## config.mk

```make
export PLATFORM = sky130hd
export DESIGN_NAME = fifo_refill_ctrl
export DESIGN_NICKNAME = d
export VERILOG_FILES = /design/src/rtl/fifo_refill_pkg.sv /design/src/rtl/refill_outstanding.sv /design/src/rtl/fill_hyst_fsm.sv /design/src/rtl/burst_addr_gen.sv /design/src/rtl/fifo_refill_ctrl.sv
export SDC_FILE = /design/constraint.sdc
export NUM_CORES = 1
export LEC_CHECK = 0
export CORE_UTILIZATION = 55
export DETAILED_ROUTE_END_ITERATION = 8
export DONT_BUFFER_PORTS = 1
export GPL_ROUTABILITY_DRIVEN = 1
export PLACE_DENSITY = 0.66
export SETUP_SLACK_MARGIN = 0.1
export SLEW_MARGIN = 40
export SYNTH_ARGS = -nofsm -noshare
export SYNTH_HDL_FRONTEND = slang
export SYNTH_SLANG_ARGS = --single-unit
```

## constraint.sdc

```tcl
create_clock -name clk -period 14.35 [get_ports clk]
set_input_delay 1.435 -clock clk [delete_from_list [all_inputs] [get_ports clk]]
set_output_delay 1.435 -clock clk [all_outputs]
set_load 0.03 [all_outputs]
```

## src/rtl/fifo_refill_pkg.sv

```systemverilog
package fifo_refill_pkg;
  typedef enum logic {ST_IDLE = 1'b0, ST_FILL = 1'b1} hyst_st_t;

  localparam int THR_W     = 12;
  localparam int LO_LSB    = 0;
  localparam int HI_LSB    = 16;
  localparam int MERGE_WAY = 3;

  function automatic logic [THR_W-1:0] thr_low(input logic [31:0] w);
    return w[LO_LSB +: THR_W];
  endfunction

  function automatic logic [THR_W-1:0] thr_high(input logic [31:0] w);
    return w[HI_LSB +: THR_W];
  endfunction
endpackage

```

## src/rtl/refill_outstanding.sv

```systemverilog
module refill_outstanding #(
  parameter int LVL_W   = 12,
  parameter int BURST_W = 8
) (
  input  logic               clk,
  input  logic               rst_n,
  input  logic               accept,
  input  logic [BURST_W-1:0] burst_len,
  input  logic               ret_beat,
  output logic [LVL_W-1:0]   pending
);
  logic [LVL_W-1:0] pend_q, pend_d;
  logic             pend_en;

  always_comb begin
    pend_d = pend_q;
    if (accept)
      pend_d = pend_d + LVL_W'(burst_len);
    if (ret_beat && (pend_q != '0))
      pend_d = pend_d - LVL_W'(1);
    pend_en = accept || ret_beat;
  end

  always_ff @(posedge clk or negedge rst_n) begin
    if (!rst_n)
      pend_q <= '0;
    else if (pend_en)
      pend_q <= pend_d;
  end

  assign pending = pend_q;
endmodule

```

## src/rtl/fill_hyst_fsm.sv

```systemverilog
module fill_hyst_fsm
  import fifo_refill_pkg::*;
#(
  parameter int OCC_W   = 13,
  parameter int BURST_W = 8
) (
  input  logic               clk,
  input  logic               rst_n,
  input  logic [OCC_W-1:0]   occ,
  input  logic [OCC_W-1:0]   cap,
  input  logic [THR_W-1:0]   lo,
  input  logic [THR_W-1:0]   hi,
  input  logic [BURST_W-1:0] burst_len,
  output logic               filling,
  output logic               req_valid
);
  hyst_st_t         st_q, st_d;
  logic             thr_ok, at_low, at_high, room;
  logic [OCC_W-1:0] free_cnt;

  always_comb begin
    thr_ok   = hi > lo;
    at_low   = occ <= OCC_W'(lo);
    at_high  = occ >= OCC_W'(hi);
    free_cnt = (cap > occ) ? (cap - occ) : '0;
    room     = (burst_len != '0) && (free_cnt >= OCC_W'(burst_len));
  end

  always_comb begin
    st_d = st_q;
    unique case (st_q)
      ST_IDLE: if (thr_ok && at_low)    st_d = ST_FILL;
      ST_FILL: if (!thr_ok || at_high)  st_d = ST_IDLE;
      default: st_d = ST_IDLE;
    endcase
  end

  always_ff @(posedge clk or negedge rst_n) begin
    if (!rst_n)
      st_q <= ST_IDLE;
    else
      st_q <= st_d;
  end

  assign filling   = (st_q == ST_FILL);
  assign req_valid = filling && thr_ok && !at_high && room;
endmodule

```

## src/rtl/burst_addr_gen.sv

```systemverilog
module burst_addr_gen #(
  parameter int ADDR_W     = 32,
  parameter int BURST_W    = 8,
  parameter int BYTE_SHIFT = 3
) (
  input  logic               clk,
  input  logic               rst_n,
  input  logic               frame_start,
  input  logic               odd_sel,
  input  logic [ADDR_W-1:0]  base_even,
  input  logic [ADDR_W-1:0]  base_odd,
  input  logic               accept,
  input  logic [BURST_W-1:0] burst_len,
  output logic [ADDR_W-1:0]  step,
  output logic [ADDR_W-1:0]  sel_base,
  output logic [ADDR_W-1:0]  addr
);
  logic [ADDR_W-1:0] addr_q, addr_d;
  logic              addr_en;

  always_comb begin
    step     = ADDR_W'(burst_len) << BYTE_SHIFT;
    sel_base = odd_sel ? base_odd : base_even;
    addr_en  = frame_start || accept;
    if (frame_start)
      addr_d = sel_base;
    else
      addr_d = addr_q + step;
  end

  always_ff @(posedge clk or negedge rst_n) begin
    if (!rst_n)
      addr_q <= '0;
    else if (addr_en)
      addr_q <= addr_d;
  end

  assign addr = addr_q;
endmodule

```

## src/rtl/fifo_refill_ctrl.sv

```systemverilog
module fifo_refill_ctrl
  import fifo_refill_pkg::*;
#(
  parameter int LVL_W      = 12,
  parameter int DEPTH      = 256,
  parameter int ADDR_W     = 32,
  parameter int BURST_W    = 8,
  parameter int BYTE_SHIFT = 3
) (
  input  logic               clk,
  input  logic               rst_n,
  input  logic [31:0]        thr_word,
  input  logic               merge_en,
  input  logic [BURST_W-1:0] burst_len,
  input  logic [LVL_W-1:0]   fifo_level,
  input  logic               ret_beat,
  input  logic               frame_start,
  input  logic               field_id,
  input  logic               field_pol,
  input  logic [ADDR_W-1:0]  base_even,
  input  logic [ADDR_W-1:0]  base_odd,
  output logic               req_valid,
  input  logic               req_ready,
  output logic [ADDR_W-1:0]  req_addr
);
  localparam int OCC_W = LVL_W + 1;
  localparam logic [OCC_W-1:0] CAP_ONE   = OCC_W'(DEPTH);
  localparam logic [OCC_W-1:0] CAP_MERGE = OCC_W'(DEPTH * MERGE_WAY);

  logic [LVL_W-1:0]  pending;
  logic [OCC_W-1:0]  occ, cap;
  logic [THR_W-1:0]  lo, hi;
  logic              accept, filling, odd_sel;
  logic [ADDR_W-1:0] step, sel_base;

  assign lo      = thr_low(thr_word);
  assign hi      = thr_high(thr_word);
  assign occ     = OCC_W'(fifo_level) + OCC_W'(pending);
  assign cap     = merge_en ? CAP_MERGE : CAP_ONE;
  assign accept  = req_valid && req_ready;
  assign odd_sel = field_id ^ field_pol;

  refill_outstanding #(.LVL_W(LVL_W), .BURST_W(BURST_W)) u_pend (
    .clk(clk), .rst_n(rst_n), .accept(accept), .burst_len(burst_len),
    .ret_beat(ret_beat), .pending(pending)
  );

  fill_hyst_fsm #(.OCC_W(OCC_W), .BURST_W(BURST_W)) u_fsm (
    .clk(clk), .rst_n(rst_n), .occ(occ), .cap(cap), .lo(lo), .hi(hi),
    .burst_len(burst_len), .filling(filling), .req_valid(req_valid)
  );

  burst_addr_gen #(.ADDR_W(ADDR_W), .BURST_W(BURST_W), .BYTE_SHIFT(BYTE_SHIFT)) u_addr (
    .clk(clk), .rst_n(rst_n), .frame_start(frame_start), .odd_sel(odd_sel),
    .base_even(base_even), .base_odd(base_odd), .accept(accept),
    .burst_len(burst_len), .step(step), .sel_base(sel_base), .addr(req_addr)
  );
endmodule

```

Yosys cells after proc, flatten, opt, wreduce, memory -nomap -nowiden:

Cells that the tools add are included.

* eq/ne operators: 0
* magnitude comparators: 5
* $add $sub $neg: 5
* shifts and indexed selects: 0
* multipliers: 0
* multiplexer cells: 9
* div/mod/pow operators: 0
* bitwise operators: 2
* reductions and logical operators: 14

Operator list (count)
* 32-bit 2-to-1 mux: 2
* 32-bit by 11-bit adder with 32-bit output: 1
* 12-bit 2-to-1 mux: 2
* 12-bit by 12-bit adder with 13-bit output: 1
* 13-bit by 12-bit greater-or-equal comparator with 1-bit output: 1
* 13-bit by 8-bit greater-or-equal comparator with 1-bit output: 1
* 10-bit by 13-bit greater-than comparator with 1-bit output: 1
* 13-bit by 12-bit less-or-equal comparator with 1-bit output: 1
* 13-bit 2-to-1 mux: 1
* 10-bit by 13-bit subtractor with 13-bit output: 1
* 12-bit by 8-bit adder with 12-bit output: 1
* 12-bit greater-than comparator: 1
* 12-bit nonzero test: 1
* 12-bit by 1-bit subtractor with 12-bit output, second input constant: 1
* 10-bit 2-to-1 mux: 1
* 8-bit nonzero test: 1
* 1-bit logical AND: 7
* 1-bit logical OR: 3
* 1-bit zero test: 2
* 1-bit 2-to-1 mux: 2
* 1-bit one-hot mux with 2 select lines: 1
* 1-bit inverter: 1
* 1-bit bitwise XOR: 1

* flip-flop bits (word level): 45
* word-level logic and storage cells: 38
* bits of input ports: 124
* memories: 0
* output and inout bits: 33
* bits in latches: 0
* memory bits (writable): 0
* bits in read-only memories: 0

Logic depth before layout (Yosys ltp):

* depth in word-level cells: 10
* gate-level depth with buffers: 33
* depth with buffers taken out: 30

Cells and area by module:

A second synthesis with hierarchy kept.

* cells, all modules: 797
* area, all modules: 6518.8 sq um

Modules (own cells, without submodules)
* burst_addr_gen: area each 2874.0 sq um, instances 1, cells an instance 336
* fill_hyst_fsm: area each 1895.6 sq um, instances 1, cells an instance 255
* refill_outstanding: area each 1101.1 sq um, instances 1, cells an instance 124
* fifo_refill_ctrl: area each 648.1 sq um, instances 1, cells an instance 82

Worst setup path before layout:

OpenSTA, ideal clock, no wires.

* kind: input-to-reg
* start: in fifo_level[5]
* end: reg u_pend.pend_q[8], in the netlist u_pend.pending[8]
* arrival time: 6899 ps
* path buffers: 3
* data required time: 14225 ps
* slack: 7326 ps
* cell stages on the path: 33
* path through: ha_1 buf_2 nand3_1 nor4b_2 nor3_1 o21bai_1 xnor2_1 ha_1 nand2_1 mux2i_1 a311oi_1 or3_1 clkbuf_1 inv_1 nand2_1 ha_1 nand2b_1 a21o_1 a21oi_1 o21ai_0 o41ai_1 o21ai_1 nand4_2 inv_2 nand2_1 buf_2 mux2i_1 ha_1 nand2_1 nor4_1 xor2_1 mux2i_1 xnor2_1

* word-level cells in the longest chain between the ends: 10
* elaborated cells between the ends (all ways): 15
* classes of those cells: add/sub: 3; order compare: 3; mux: 3; reduce/logical: 6

Ends and longest elaborated chain
* from (decl): line fifo_refill_ctrl.sv:15 `input logic [LVL_W-1:0] fifo_level,`
* 12-bit by 12-bit adder with 13-bit output (*): line fifo_refill_ctrl.sv:38 `assign occ = OCC_W'(fifo_level) + OCC_W'(pending);`
* 10-bit by 13-bit subtractor with 13-bit output / 10-bit by 13-bit greater-than comparator with 1-bit output (equally long branches): line fill_hyst_fsm.sv:25 `free_cnt = (cap > occ) ? (cap - occ) : '0;`
* 13-bit 2-to-1 mux: line fill_hyst_fsm.sv:25
* 13-bit by 8-bit greater-or-equal comparator with 1-bit output: line fill_hyst_fsm.sv:26 `room = (burst_len != '0) && (free_cnt >= OCC_W'(burst_len));`
* 1-bit logical AND: line fill_hyst_fsm.sv:26
* 1-bit logical AND (*): line fill_hyst_fsm.sv:46 `assign req_valid = filling && thr_ok && !at_high && room;`
* 1-bit logical AND (*): line fifo_refill_ctrl.sv:40 `assign accept = req_valid && req_ready;`
* 12-bit 2-to-1 mux: line refill_outstanding.sv:17 `if (accept)`
* 12-bit by 1-bit subtractor with 12-bit output: line refill_outstanding.sv:20 `pend_d = pend_d - LVL_W'(1);`
* 12-bit 2-to-1 mux: line refill_outstanding.sv:19 `if (ret_beat && (pend_q != '0))`
* to (signal assigned): line refill_outstanding.sv:28 `pend_q <= pend_d;`
* to (decl): line refill_outstanding.sv:12 `logic [LVL_W-1:0] pend_q, pend_d;`

Mark *: on every way between the ends. The rest lies on a longest branch, timed or not.
A chain may end at the register's enable or synchronous reset.

Worst setup path in the final report:

* start: in fifo_level[1]
* end: reg u_pend.pend_q[8], in the netlist u_pend.pending[8]

* word-level cells in the longest chain between the ends: 10
* elaborated cells between the ends (all ways): 15
* classes of those cells: add/sub: 3; order compare: 3; mux: 3; reduce/logical: 6

Ends and longest elaborated chain
* 12-bit by 12-bit adder with 13-bit output (*): line fifo_refill_ctrl.sv:38
* 10-bit by 13-bit subtractor with 13-bit output / 10-bit by 13-bit greater-than comparator with 1-bit output (equally long branches): line fill_hyst_fsm.sv:25
* 13-bit 2-to-1 mux: line fill_hyst_fsm.sv:25
* 13-bit by 8-bit greater-or-equal comparator with 1-bit output: line fill_hyst_fsm.sv:26
* 1-bit logical AND: line fill_hyst_fsm.sv:26
* 1-bit logical AND (*): line fill_hyst_fsm.sv:46
* named net req_valid: line fifo_refill_ctrl.sv:22 `output logic req_valid,`
* 1-bit logical AND (*): line fifo_refill_ctrl.sv:40
* 12-bit 2-to-1 mux: line refill_outstanding.sv:17
* 12-bit by 1-bit subtractor with 12-bit output: line refill_outstanding.sv:20
* 12-bit 2-to-1 mux: line refill_outstanding.sv:19

The timed path passes the listed nets; every way through them passes the cells marked *.

==> flow_summary.rst <==
.. list-table::
   :header-rows: 1

   * - Metric
     - Value
   * - Setup TNS
     - 0 ps
   * - Delay of the slowest cell on the worst path
     - 620 ps
   * - Number of cells upsized or downsized after cts
     - 0
   * - Hold/Removal Path Class
     - reg -> reg
   * - Worst Hold End
     - u_fsm.filling
   * - Number of unique standard cell types used by synthesis
     - 70
   * - Final worst-path setup slack
     - 6300 ps
   * - Main flop type after synthesis
     - sky130_fd_sc_hd__dfrtp_1
   * - Required arrival time at the worst endpoint
     - 14530 ps
   * - Wire per inst
     - 17.5 µm
   * - Most frequent standard cell in the layout excluding fill and tap cells
     - sky130_fd_sc_hd__ha_1
   * - Synth Area per Inst
     - 8.40 µm²
   * - Count of hold buffers inserted by post-cts repair
     - 0
   * - Total core area
     - 9860 µm²
   * - Cell depth of the worst flop-to-flop path
     - 30
   * - Number of maximum-capacitance violations
     - 0
   * - Slowest stage cell, crit path
     - sky130_fd_sc_hd__o41ai_1
   * - Fillers
     - 924
   * - TritonCTS clock tree
     - built
   * - Clock network latency to the later pin of the worst-skew pair
     - 300 ps
   * - Max-Slew Margin vs Limit
     - 50.4%
   * - Initial antenna violation count
     - 0
   * - Proportion of layout cells with a drive suffix above 1
     - 4.22%
   * - Area of the die
     - 10700 µm²
   * - Part of the Yosys area used for sequential elements
     - 19.9%
   * - Number of placed I/O pins
     - 157
   * - Total buffers and inverters traversed by the critical path
     - 2
   * - Fraction of registers with async set or reset after synthesis
     - 100%
   * - Setup slack on the worst flop-to-flop path
     - 6970 ps
   * - Aggregate global-route resource usage
     - 26.2%
   * - Launch instance of the worst min-delay path
     - u_fsm.filling
   * - Total congestion overflow after global routing
     - 0
   * - Setup violators final
     - 0
   * - Worst-case clock buffer depth
     - 2
   * - Worst setup path startpoint
     - fifo_level[1]
   * - Worst setup path category
     - in -> reg
   * - Clock transition at the register clock pins on the worst setup and hold paths after CTS
     - 90 ps
   * - DR vias
     - 5002
   * - Pre-CTS setup slack
     - 6130 ps
   * - Overall die height
     - 103 µm
   * - Cell taking the most area after synthesis
     - sky130_fd_sc_hd__dfrtp_1
   * - Detailed router's first-iteration violation count
     - 344
   * - Top cell type's share of synthesized area
     - 19.9%
   * - Power per Cell Area
     - 166 nW/µm²
   * - Critical Path Source Type
     - input pin
   * - Die X-Extent
     - 103 µm
   * - Final Max Slew Viols
     - 0
   * - Final antenna-violating net count
     - 0
   * - Peak clock frequency supported by timing
     - 124 MHz
   * - Library cell used as clock root buffer
     - sky130_fd_sc_hd__clkbuf_8
   * - Share of the clock period used by the worst path
     - 56.1%
   * - Data arrival time of the worst path
     - 8240 ps
   * - Post-route minimum period
     - 8050 ps
   * - Flip-flop and latch count after synthesis
     - 45
   * - Total iterations of the first detailed-routing run
     - 5
   * - Number of clock sinks
     - 45
   * - Final instance area
     - 5850 µm²
   * - Worst hold path stage count
     - 2
   * - Number of diodes added for antenna fixing
     - 0
   * - CTS Buf Count
     - 5
   * - Total Nets Final
     - 865
   * - Worst IR drop on VDD
     - 0.0682 mV
   * - Leak pwr
     - 2.74 nW
   * - Starting density of the core
     - 57.4%
   * - Hold Fails Final Rpt
     - 0
   * - Std-Cell Rows
     - 36
   * - Post-synthesis to final-layout area growth
     - 3.36%
   * - Post-CTS setup buffer count
     - 0
   * - Placement-stage cell area
     - 5760 µm²
   * - Via count of the first global-routing pass
     - 4880
   * - # port buffers
     - 0
   * - Largest cells by area after synthesis
     - sky130_fd_sc_hd__dfrtp_1 20%, sky130_fd_sc_hd__ha_1 17%, sky130_fd_sc_hd__mux2i_1 8.5%
   * - Number of nets in the synthesized netlist
     - 876
   * - Final GP Congestion
     - 0.894
   * - Setup clock skew after layout
     - 4.56 ps
   * - Commonest non-fill, non-tap cells in the layout
     - 75 x sky130_fd_sc_hd__ha_1, 59 x sky130_fd_sc_hd__inv_1, 48 x sky130_fd_sc_hd__mux2i_1, 45 x sky130_fd_sc_hd__nand2_1, 45 x sky130_fd_sc_hd__dfrtp_1
   * - RR Startpoint
     - u_pend.pending[1]
   * - Critical R2R Capture
     - u_pend.pending[8]
   * - Deepest level of the CTS H-tree
     - 2
   * - Run status
     - finished clean
   * - Cell count after synthesis
     - 674
   * - Maximum number of pins on one net before global-route repair
     - 59
   * - DRT Wirelength
     - 14000 µm
   * - Via/cell ratio
     - 6.28
   * - Yosys warnings
     - 0
   * - Global-route wire length before repair
     - 22000 µm
   * - Number of enable-type register cells in the synthesized netlist
     - 0
   * - Worst Setup End Kind
     - flop
   * - Setup repair after global routing missed its margin
     - no
   * - Post-Syn Area
     - 5660 µm²
   * - Largest fanout of any net on the critical path
     - 14
   * - Critical path's top delay family
     - simple AND/OR/NAND/NOR gates
   * - Final HPWL DP
     - 11300 µm
   * - Slew at the pin closest to its max-slew limit
     - 735 ps
   * - Post-route DRC violation count
     - 0
power breakdown:
group | total, W | switching (W) | internal (W)
sequential | 0.000232 | 0.0000765 | 0.000155
clock | 0.0000804 | 0.0000458 | 0.0000346
combinational | 0.000660 | 0.000374 | 0.000286
worst max path at each step:
stage | to | cells after the start
5_1_grt | u_pend.pending[8] | 30
6_report | u_pend.pending[8] | 30
4_1_cts | u_pend.pending[8] | 30
3_5_place_dp | u_pend.pending[8] | 30
2_1_floorplan | u_pend.pending[8] | 33
3_3_place_gp | u_pend.pending[8] | 30
tightest hold or removal path, cell delays in order (launching register included):
cell and delay (ps):
sky130_fd_sc_hd__dfrtp_1 390, sky130_fd_sc_hd__inv_1 70, sky130_fd_sc_hd__a31oi_1 80
cell usage after synthesis (3+ instances only):
master and instances:
sky130_fd_sc_hd__a21oi_1 37, sky130_fd_sc_hd__dfrtp_1 45, sky130_fd_sc_hd__o21ai_0 27, sky130_fd_sc_hd__mux2i_1 48, sky130_fd_sc_hd__clkbuf_1 13, sky130_fd_sc_hd__nor3_1 34, sky130_fd_sc_hd__a211oi_2 3, sky130_fd_sc_hd__nor3b_1 4
sky130_fd_sc_hd__nand2b_1 7, sky130_fd_sc_hd__xor2_1 11, sky130_fd_sc_hd__o211a_1 3, sky130_fd_sc_hd__ha_1 75, sky130_fd_sc_hd__fa_1 3, sky130_fd_sc_hd__nand3b_1 3, sky130_fd_sc_hd__and3_1 8, sky130_fd_sc_hd__inv_1 59
sky130_fd_sc_hd__a21boi_0 4, sky130_fd_sc_hd__or3_1 7, sky130_fd_sc_hd__o21bai_1 4, sky130_fd_sc_hd__o21a_1 25, sky130_fd_sc_hd__o21ai_1 4, sky130_fd_sc_hd__o31a_1 20, sky130_fd_sc_hd__a211oi_1 5, sky130_fd_sc_hd__nor2b_1 14
sky130_fd_sc_hd__nand2_1 45, sky130_fd_sc_hd__and4_1 4, sky130_fd_sc_hd__buf_2 6, sky130_fd_sc_hd__nor2_1 29, sky130_fd_sc_hd__or4_1 7, sky130_fd_sc_hd__nand3_1 17, sky130_fd_sc_hd__a21o_1 17, sky130_fd_sc_hd__nand4_1 9
sky130_fd_sc_hd__nor4_1 3, sky130_fd_sc_hd__xnor2_1 24, sky130_fd_sc_hd__a31oi_1 3, sky130_fd_sc_hd__mux2_2 3
stage by stage:
| step | hold WS (ps) | instances | util [%] | power, W |
|---|---|---|---|---|
| 3_5_place_dp | 559 | 788 | 58.4 | 0.000887 |
| 6_report | 573 | 797 | 59.3 | 0.000972 |
| 3_3_place_gp | 553 | 788 | 58.4 | 0.000858 |
| 5_1_grt | 584 | 797 | 59.3 | 0.00107 |
| 2_1_floorplan | 503 | 674 | - | 0.000743 |
| 4_1_cts | 571 | 796 | 59.2 | 0.000971 |
logic make-up after synthesis:
family	after synthesis	synth area share, %
AOI/OAI and AO/OA	176	22.4
xor gates and xnor gates	36	5.70
adders and majority gates	78	17.6
buffers and inverters	82	5.70
DFF	45	19.9
muxes	51	9.08
and+or+nand+nor	206	19.6
sequential cells by signal (all words and copies together) (netlist names):
signal,count
u_addr.addr,32
u_pend.pending,12
u_fsm.filling,1
cell type report:
cell class | count | area [µm²] | share of cell area [%]
timing repair buffer | 3 | 26.3 | 0.449
clock inverter | 1 | 7.51 | 0.128
sequential | 45 | 1130 | 19.2
multi-input combinational | 547 | 4220 | 72.1
inverter | 61 | 229 | 3.91
clock buffer | 7 | 76.3 | 1.30
tap | 133 | 166 | 2.84
routing by layer:
metal / vias to the layer above / GRT usage (%) / wire length [µm]
met5: - / 0 / 0
met4: 0 / 8.23 / 280
met3: 30 / 4.23 / 823
met2: 185 / 49.7 / 7100
met1: 2320 / 29.7 / 5770
li1: 2467 / - / -
(Power assumes the default switching activity.)
